## src/rtl/pt_xlate_pkg.sv

```systemverilog
package pt_xlate_pkg;

  typedef enum logic [1:0] {
    ST_IDLE  = 2'd0,
    ST_FETCH = 2'd1,
    ST_WAIT  = 2'd2,
    ST_RESP  = 2'd3
  } walk_st_e;

  localparam logic [1:0] KIND_LOAD  = 2'b00;
  localparam logic [1:0] KIND_STORE = 2'b01;
  localparam logic [1:0] KIND_FETCH = 2'b10;

  localparam logic [1:0] STS_OK    = 2'b00;
  localparam logic [1:0] STS_NOMAP = 2'b01;
  localparam logic [1:0] STS_DENY  = 2'b10;

  localparam int ENT_W     = 32;
  localparam int BIT_PRES  = 0;
  localparam int BIT_RD    = 1;
  localparam int BIT_WR    = 2;
  localparam int BIT_EX    = 3;
  localparam int PPN_LSB   = 4;
  localparam int IDX_SHIFT = 2;

endpackage

```

## src/rtl/pt_rst_sync.sv

```systemverilog
module pt_rst_sync (
  input  logic clk,
  input  logic rst_n,
  output logic rst_sync_n
);
  logic [1:0] sync_q;

  always_ff @(posedge clk or negedge rst_n) begin
    if (!rst_n) sync_q <= 2'b00;
    else        sync_q <= {sync_q[0], 1'b1};
  end

  assign rst_sync_n = sync_q[1];
endmodule

```

## src/rtl/pt_entry_check.sv

```systemverilog
module pt_entry_check
  import pt_xlate_pkg::*;
#(
  parameter int PPN_W = 20
) (
  input  logic [ENT_W-1:0] entry,
  input  logic [1:0]       kind,
  output logic [PPN_W-1:0] ppn,
  output logic [1:0]       status
);
  logic allowed;

  assign ppn = entry[PPN_LSB +: PPN_W];

  always_comb begin
    unique case (kind)
      KIND_LOAD:  allowed = entry[BIT_RD];
      KIND_STORE: allowed = entry[BIT_WR];
      KIND_FETCH: allowed = entry[BIT_EX];
      default:    allowed = 1'b0;
    endcase
  end

  // a missing page outranks any permission result
  always_comb begin
    if (!entry[BIT_PRES])  status = STS_NOMAP;
    else if (!allowed)     status = STS_DENY;
    else                   status = STS_OK;
  end
endmodule

```

## src/rtl/pt_walk_ctrl.sv

```systemverilog
module pt_walk_ctrl
  import pt_xlate_pkg::*;
(
  input  logic clk,
  input  logic rst_n,
  input  logic req_valid,
  input  logic mem_rd_valid,
  input  logic rsp_ready,
  output logic idle,
  output logic accept,
  output logic rd_issue,
  output logic capture,
  output logic rsp_valid
);
  walk_st_e st_q, st_d;

  always_comb begin
    st_d = st_q;
    unique case (st_q)
      ST_IDLE:  if (req_valid)    st_d = ST_FETCH;
      ST_FETCH:                   st_d = ST_WAIT;
      ST_WAIT:  if (mem_rd_valid) st_d = ST_RESP;
      ST_RESP:  if (rsp_ready)    st_d = ST_IDLE;
      default:                    st_d = ST_IDLE;
    endcase
  end

  always_ff @(posedge clk or negedge rst_n) begin
    if (!rst_n) st_q <= ST_IDLE;
    else        st_q <= st_d;
  end

  assign idle      = (st_q == ST_IDLE);
  assign accept    = idle && req_valid;
  assign rd_issue  = (st_q == ST_FETCH);
  assign capture   = (st_q == ST_WAIT) && mem_rd_valid;
  assign rsp_valid = (st_q == ST_RESP);
endmodule

```

## src/rtl/pt_xlate.sv

```systemverilog
module pt_xlate
  import pt_xlate_pkg::*;
#(
  parameter int VA_W    = 48,
  parameter int PA_W    = 34,
  parameter int PG_BITS = 14
) (
  input  logic             clk,
  input  logic             rst_n,
  input  logic             base_we,
  input  logic [PA_W-1:0]  base_wdata,
  input  logic             req_valid,
  output logic             req_ready,
  input  logic [VA_W-1:0]  req_vaddr,
  input  logic [1:0]       req_kind,
  output logic             mem_rd_en,
  output logic [PA_W-1:0]  mem_rd_addr,
  input  logic             mem_rd_valid,
  input  logic [ENT_W-1:0] mem_rd_data,
  output logic             rsp_valid,
  input  logic             rsp_ready,
  output logic [PA_W-1:0]  rsp_paddr,
  output logic [1:0]       rsp_status
);
  localparam int VPN_W = VA_W - PG_BITS;
  localparam int PPN_W = PA_W - PG_BITS;
  localparam int IDX_W = VPN_W + IDX_SHIFT;

  logic              rst_sync_n;
  logic              idle, accept, rd_issue, capture;
  logic [PA_W-1:0]   base_q;
  logic [VA_W-1:0]   va_q;
  logic [1:0]        kind_q;
  logic [PA_W-1:0]   pa_q;
  logic [1:0]        sts_q;
  logic [PPN_W-1:0]  ent_ppn;
  logic [1:0]        ent_sts;
  logic [IDX_W-1:0]  idx_bytes;

  pt_rst_sync u_rst (
    .clk        (clk),
    .rst_n      (rst_n),
    .rst_sync_n (rst_sync_n)
  );

  pt_walk_ctrl u_ctrl (
    .clk          (clk),
    .rst_n        (rst_sync_n),
    .req_valid    (req_valid),
    .mem_rd_valid (mem_rd_valid),
    .rsp_ready    (rsp_ready),
    .idle         (idle),
    .accept       (accept),
    .rd_issue     (rd_issue),
    .capture      (capture),
    .rsp_valid    (rsp_valid)
  );

  pt_entry_check #(.PPN_W(PPN_W)) u_chk_ent (
    .entry  (mem_rd_data),
    .kind   (kind_q),
    .ppn    (ent_ppn),
    .status (ent_sts)
  );

  // base register: enable is the idle state
  always_ff @(posedge clk or negedge rst_sync_n) begin
    if (!rst_sync_n)          base_q <= '0;
    else if (base_we && idle) base_q <= base_wdata;
  end

  // request capture
  always_ff @(posedge clk or negedge rst_sync_n) begin
    if (!rst_sync_n) begin
      va_q   <= '0;
      kind_q <= KIND_LOAD;
    end else if (accept) begin
      va_q   <= req_vaddr;
      kind_q <= req_kind;
    end
  end

  // response capture
  always_ff @(posedge clk or negedge rst_sync_n) begin
    if (!rst_sync_n) begin
      pa_q  <= '0;
      sts_q <= STS_OK;
    end else if (capture) begin
      sts_q <= ent_sts;
      pa_q  <= (ent_sts == STS_OK) ? {ent_ppn, va_q[PG_BITS-1:0]} : '0;
    end
  end

  assign idx_bytes   = {va_q[VA_W-1:PG_BITS], {IDX_SHIFT{1'b0}}};
  assign mem_rd_addr = base_q + PA_W'(idx_bytes);
  assign mem_rd_en   = rd_issue;
  assign req_ready   = idle;
  assign rsp_paddr   = pa_q;
  assign rsp_status  = sts_q;
endmodule

```

## config.mk

```make
export PLATFORM = sky130hd
export DESIGN_NAME = pt_xlate
export DESIGN_NICKNAME = d
export VERILOG_FILES = /design/src/rtl/pt_xlate_pkg.sv /design/src/rtl/pt_rst_sync.sv /design/src/rtl/pt_entry_check.sv /design/src/rtl/pt_walk_ctrl.sv /design/src/rtl/pt_xlate.sv
export SDC_FILE = /design/constraint.sdc
export NUM_CORES = 1
export LEC_CHECK = 0
export ABC_AREA = 1
export BUFFER_PORTS_ARGS = -buffer_cell sky130_fd_sc_hd__clkbuf_2
export CORE_ASPECT_RATIO = 0.6
export CORE_MARGIN = 2
export CORE_UTILIZATION = 35
export DETAILED_ROUTE_END_ITERATION = 16
export HOLD_SLACK_MARGIN = 0.08
export PLACE_DENSITY_LB_ADDON = 0.05
export SYNTH_ARGS = -nofsm -noshare
export SYNTH_HDL_FRONTEND = slang
export SYNTH_SLANG_ARGS = --single-unit
```

## constraint.sdc

```tcl
create_clock -name clk -period 5.6 [get_ports clk]
set_input_delay 0.28 -clock clk [delete_from_list [all_inputs] [get_ports clk]]
set_output_delay 0.28 -clock clk [all_outputs]
set_load 0.005 [all_outputs]
```

==> results by group, run 1 <==
Drt
  – Via count: about 6200
  – DRT Wirelength: around 20000 µm
  – TritonRoute pass-1 iters: 5
  – Drt drc: 0
  – Routed len/inst: around 14 µm
  – Number of vias per cell: approximately 4.4
  – Initial DRC Count: 321
  – Antenna violation net count after detailed routing: 0

Setup path
  – Critical Path AT: about 2.7 ns
  – Crit Path Class: flop to primary output
  – Max FO, Critical Path: 4
  – WP data required: approximately 5.3 ns
  – CP endpoint kind: primary output
  – Startpoint types: flop
  – R2R Setup Slk: a little under 3 ns

Min path
  – Worst hold path class: input pin to flop

Job
  – # Max-Cap Violations: 0

Global route
  – First-pass GRT wire length: about 32000 µm
  – GRT Total Usage: 0.197
  – Vias in the first global route: ~6000
  – Initial antenna violation count: 0
  – Global route overflow: 0
  – Largest net degree at the start of global routing: 66

Floorplan
  – I/O pins: 195
  – Initial Utilization: 0.361
  – # rows: 39
  – Die Area: about 0.021 mm²
  – Die Ht: around 110 µm
  – Core ar.: between 0.015 and 0.02 mm²
  – Die X: 186 µm

Power and ir drop
  – PD cells: about 670 mW/mm²
  – LEAKAGE: 5.40 nW
  – Clk network pwr share: 0.178
  – Max IR drop VDD: 0.000279 V
  – Combinational group share of total power: 0.583
  – P_int: between 3 and 4 mW
  – Flop pwr share: 0.239
  – Net switching power: 2.86 mW
  – Switching part of the total: 0.447

Timing
  – Final Max Slew Viols: 0
  – RSZ-0062 raised after global routing: false
  – Setup total negative slack: 0 ns
  – Final min period: approximately 3.0 ns
  – Worst Skew: between 0.005 and 0.006 ns
  – Final setup violation count: 0
  – Worst Setup Slack, final: between 2 and 3 ns
  – Worst hold slack: a little over 0.1 ns
  – Final Hold Viols: 0
  – Worst Tran Pin Value: 0.864 ns
  – Slew Limit Headroom: 0.424
  – Final worst path period share: 0.531
  – Max Freq: around 0.34 GHz

Yosys
  – Largest family of logic cells by synthesized area: simple AND/OR/NAND/NOR gates
  – Synth Area in Simple Gates: 0.237
  – Top cell type's share of synthesized area: 0.439
  – Xor and xnor area share after synthesis: 0.0201
  – Synth unique cells: 26
  – Yosys warns: 0
  – Syn_nets: about 1000
  – Cell count after synthesis: around 870
  – Largest cells by area after synthesis: dfrtp_1 (44%), nand2_1 (15%), mux2_2 (11%), inv_1 (7.2%), ha_1 (6.3%)
  – Mux share of post-synthesis cell area: 0.107
  – Synth Area in Compound Gates: 0.0441
  – Synth Area in Adders: 0.0658
  – Register area share after synthesis: 0.439
  – Synth area leader: dfrtp_1
  – Synthesized flop and latch total: between 100 and 150
  – Syn_area_per_cell: about 8.0 µm²
  – Mapped cell area: approximately 0.007 mm²

Final layout
  – Nets: 1292
  – Share of layout cells above drive strength 1: 0.260
  – Commonest cells after routing, fill and taps aside: nand2_1 (285), clkbuf_2 (184), inv_1 (134)
  – Fillcell total: 1903
  – Design Area, Final: approximately 0.0096 mm²
  – Most common cell after layout, fill and taps aside: nand2_1
  – Synthesis-to-finish area growth: 37.6%
  – Antenna Cells: 0

Placement
  – Worst slack, placed: between 2 and 3 ns
  – Port Buffers: around 180
  – DP HPWL: 14600 µm
  – Routability Congestion: approximately 0.82
  – Dpl cell area: roughly 0.0082 mm²

CTS
  – Clock latency on the worst-skew pair: 0.42 ns
  – Post-cts repair resize count: 0
  – Root buffer cell: clkbuf_16
  – Clock transition at path regs: 0.06 ns
  – Clk sink count: 122
  – Longest Clk Path Bufs: 2
  – CTS Buf Count: 17
  – H-tree depth: 4
  – CTS tree: built

Run status
  – Status: completed
[per-layer routing]
| metal | part of all wire | vias up | global-route usage |
|---|---|---|---|
| met3 | 0.058 | 16 | 0.0608 |
| met2 | 0.38 | 137 | 0.259 |
| li1 | - | 3231 | - |
| met4 | 0.0091 | 0 | 0.0472 |
| met5 | 0 | - | 0 |
| met1 | 0.56 | 2792 | 0.308 |
[power groups by stage]
stage          Clock [mW]  Sequential, mW  Combinational, mW
2_1_floorplan           0            1.49               2.39
3_3_place_gp            0            1.54               3.68
3_5_place_dp            0            1.54               3.69
4_1_cts              1.17            1.53               3.75
5_1_grt              1.21            1.58               4.22
6_report             1.14            1.53               3.73
[worst max-delay path, stage by stage (launching register included)]
cell	delay (ns)
dfrtp_1	0.38
ha_1	0.27
fa_1	0.53
nand3_1	0.14
nand3_1	0.17
nand2_1	0.16
nand2_2	0.11
nand2_1	0.09
nand2_2	0.07
nand2_1	0.09
nand2_1	0.05
nand2_1	0.05
nand2_1	0.04
clkbuf_2	0.11
[layout make-up]
cell class	count	area [µm²]	share of cell area
Clock buffer	22	474	0.0495
Clock inverter	10	140	0.0146
Inverter	135	507	0.0529
Multi-Input combinational cell	589	3300	0.345
Sequential cell	122	3060	0.319
Tap cell	266	333	0.0348
Timing Repair Buffer	269	1760	0.184
[sequential cells by signal, summed over array words and instances, names as in the netlist]
| name | flops |
|---|---|
| kind_q | 2 |
| va_q | 46 |
| rsp_paddr | 34 |
| u_ctrl.st_q | 2 |
| rsp_status | 2 |
| base_q | 34 |
| u_rst.sync_q | 2 |
[cells by family after synthesis]
kind of cell / after synthesis
AND/OR/NAND/NOR: 411
buffers and inverters: 154
flip-flops: 122
multiplexers: 66
AO/OA/AOI/OAI: 59
adder cells (fa/ha/maj): 36
XOR/XNOR: 16
other: 1
[worst paths after layout]
kind | cells after the start | to | from
max | 13 | mem_rd_addr[22] | base_q[2]
min | 2 | base_q[15] | base_wdata[15]
max reg2reg | 8 | rsp_paddr[1] | u_ctrl.st_q[0]
min reg2reg | 0 | u_rst.sync_q[1] | u_rst.sync_q[0]
max in group asynchronous | 1 | va_q[9] | u_rst.sync_q[1]
min in group asynchronous | 2 | u_rst.sync_q[0] | rst_n
[Yosys cell counts (all sizes together)]
master	count
xnor2	1
nor3	6
a21o	1
a21oi	38
buf	14
nand2	295
nor2	59
ha	35
xor2	15
o21ai	17
mux2	66
inv	135
dfrtp	122
o21bai	2
nand3	47
clkbuf	5
conb	1
nand4	4
o221ai	1
fa	1
[per-stage QoR]
| stage | cells | util | power (mW) |
|---|---|---|---|
| 2_1_floorplan | 865 | - | 3.89 |
| 3_3_place_gp | 1300 | 0.423 | 5.22 |
| 3_5_place_dp | 1300 | 0.423 | 5.23 |
| 4_1_cts | 1412 | 0.496 | 6.46 |
| 5_1_grt | 1413 | 0.497 | 7.02 |
| 6_report | 1413 | 0.497 | 6.40 |
[what timing repair did]
action | 4_1_cts | 5_1_grt
buffers inserted | 0 | 0
endpoints found under the hold margin | 81 | 1
hold buffers | 80 | 1
No activity file was read; power rests on OpenSTA's default activity.
==> run 2, diff against run 1 <==
- clock period: 5.6 -> 3.02 ns (I/O delays scaled with it)
==> run 2 against run 1 <==
Effect of this change: via count grew 2.5%; first-iteration DRC count shrank 5.6%; register-to-register slack lost 2.1 ns; worst setup slack lost 2.4 ns; critical path type unchanged.
==> results by group, run 2 (synthesis gave the netlist of run 1 again) <==
Setup path
  – Startpoint types: flop
  – Slowest Stage Delay on Critical Path: approximately 0.51 ns
  – Setup crit start: base_q[2]
  – CP max-delay cell: fa_1
  – CP Cell Sequence: ha_1, fa_1, nand3_1, nand3_1, nand2_1, nand2_2, nand2_1, nand2_2, nand2_1, nand2_1, nand2_1, nand2_1, clkbuf_2
  – FF-to-FF path depth: 8
  – Bufs and invs on worst path: 1
  – R2R Path Start: u_ctrl.st_q[0]
  – Most numerous cell on the critical path: nand2_1
  – R2R Setup Slk: between 0.8 and 0.9 ns
  – Critical Path AT: between 2 and 3 ns
  – WP data required: about 2.9 ns
  – Crit Path Class: flop to primary output
  – Max FO, Critical Path: 4
  – CP endpoint kind: primary output
  – Worst r2r dst: rsp_paddr[3]
  – Largest delay share family, worst path: simple AND/OR/NAND/NOR gates

Drt
  – Antenna violation net count after detailed routing: 0
  – Max layer used: met4
  – Number of vias per cell: around 4.4
  – WL met1: approximately 12000 µm
  – Detail Route met2 WL: just over 7000 µm
  – TritonRoute pass-1 iters: 7
  – Drt drc: 0
  – DRT Wirelength: about 20000 µm
  – Routed len/inst: roughly 14 µm
  – Via count: between 6000 and 7000
  – Initial DRC Count: 303
  – Met3 WL: about 1100 µm

CTS
  – Post-CTS setup buffer count: 0
  – CTS tree: built
  – CTS Buf Count: 17
  – Clock transition at path regs: 0.06 ns
  – Post-cts repair resize count: 0
  – Clock latency on the worst-skew pair: between 0.4 and 0.5 ns
  – Hold_buf cts: 105
  – Longest Clk Path Bufs: 2
  – Clk sink count: roughly 120
  – H-tree depth: 4
  – Root buffer cell: clkbuf_16

Power and ir drop
  – LEAKAGE: between 5 and 6 nW
  – PD cells: around 1200 mW/mm²
  – PnR Total Power: 11.8 mW
  – Max IR drop VDD: ~0.00054 V

Final layout
  – Area of the multi-input gates: between 0.003 and 0.004 mm²
  – Commonest cells after routing, fill and taps aside: nand2_1 (285), clkbuf_2 (184), inv_1 (134)
  – FF/Latch Area: just over 0.003 mm²
  – Reg with most FFs: va_q
  – Number of flip-flops in the largest register: 46
  – Nets: 1319
  – Share of layout cells above drive strength 1: 0.257
  – Final Util: 0.510
  – Design Area, Final: around 0.0098 mm²
  – Antenna Cells: 0
  – Most common cell after layout, fill and taps aside: nand2_1
  – Synthesis-to-finish area growth: 41.2%
  – Fillcell total: 1907

Global route
  – Largest net degree at the start of global routing: 66
  – Initial antenna violation count: 0
  – Vias in the first global route: around 6100
  – GRT Total Usage: 0.202
  – Global route overflow: 0
  – First-pass GRT wire length: roughly 33000 µm

Timing
  – Slew Limit Headroom: 0.594
  – Max Freq: ~0.36 GHz
  – Final Max Slew Viols: 0
  – Worst Setup Slack, final: ~0.22 ns
  – Final Hold Viols: 0
  – RSZ-0062 raised after global routing: false
  – Final worst path period share: 0.926
  – Final min period: approximately 2.8 ns
  – Final setup violation count: 0
  – Worst Tran Pin Value: about 0.61 ns
  – Worst Skew: ~0.0098 ns
  – Setup total negative slack: 0 ns

Floorplan
  – # rows: 39
  – Die Ht: between 100 and 150 µm
  – Core ar.: just under 0.02 mm²
  – Initial Utilization: 0.361
  – Die Area: 0.0211 mm²
  – Die X: approximately 190 µm
  – I/O pins: roughly 200

Placement
  – Routability Congestion: 0.847
  – Port Buffers: approximately 180
  – DP HPWL: about 15000 µm
  – Dpl cell area: about 0.008 mm²
  – Worst slack, placed: 0.684 ns

Min path
  – HP Start: mem_rd_valid
  – Worst hold path class: input pin to flop
  – Hold Path Sink: rsp_status[0]
  – Hold Path Depth: 5

Job
  – # Max-Cap Violations: 0

Run status
  – Status: completed
run 2: changes by cell type in the layout (fill, tap and decap cells not counted), sizes merged:
| cell | previous run | this run |
|---|---|---|
| dlygate4sd3 | 81 | 105 |
| buf | 4 | 7 |
| clkinv | 3 | 5 |
| clkbuf | 206 | 204 |
| bufinv | 3 | 2 |
run 2: where the power goes:
part / total [mW] / switching, mW / internal, mW
sequential: 2.83 / 0.429 / 2.40
combinational: 7.00 / 4.15 / 2.85
clock: 2.00 / 0.756 / 1.25
total: 11.8 / 5.33 / 6.50
run 2: worst min-delay path, cell delays in order:
cell and delay, ns:
clkbuf_2 0.10, nand2_2 0.09, inv_1 0.06, nor2_1 0.08, nor2_1 0.05
run 2: per-layer routing:
layer	vias to the layer above	track usage
met5	-	0
met4	0	0.0467
met3	15	0.0589
met2	156	0.251
met1	2861	0.328
li1	3298	-
run 2: per-stage QoR:
| stage | cells | hold slack, ns |
|---|---|---|
| 2_1_floorplan | 865 | -0.145 |
| 3_3_place_gp | 1303 | -0.0595 |
| 3_5_place_dp | 1303 | -0.0594 |
| 4_1_cts | 1439 | 0.118 |
| 5_1_grt | 1439 | 0.192 |
| 6_report | 1439 | 0.138 |
run 2: worst max path at each step:
stage | endpoint | slack [ns] | depth (start not counted)
finish | mem_rd_addr[30] | 0.22 | 13
global route | mem_rd_addr[30] | 0.06 | 13
CTS | mem_rd_addr[30] | 0.22 | 13
detailed placement | mem_rd_addr[30] | 0.68 | 13
global placement | mem_rd_addr[30] | 0.73 | 13
floorplan | base_q[0] | 0.99 | 0
run 2: layout make-up:
class	instances	share of cell area
inverters	135	0.0516
flip-flops and latches	122	0.311
repair buffers	296	0.209
clock inverters	11	0.0122
clock buffers	20	0.0465
multi-input cells	589	0.336
well taps	266	0.0339
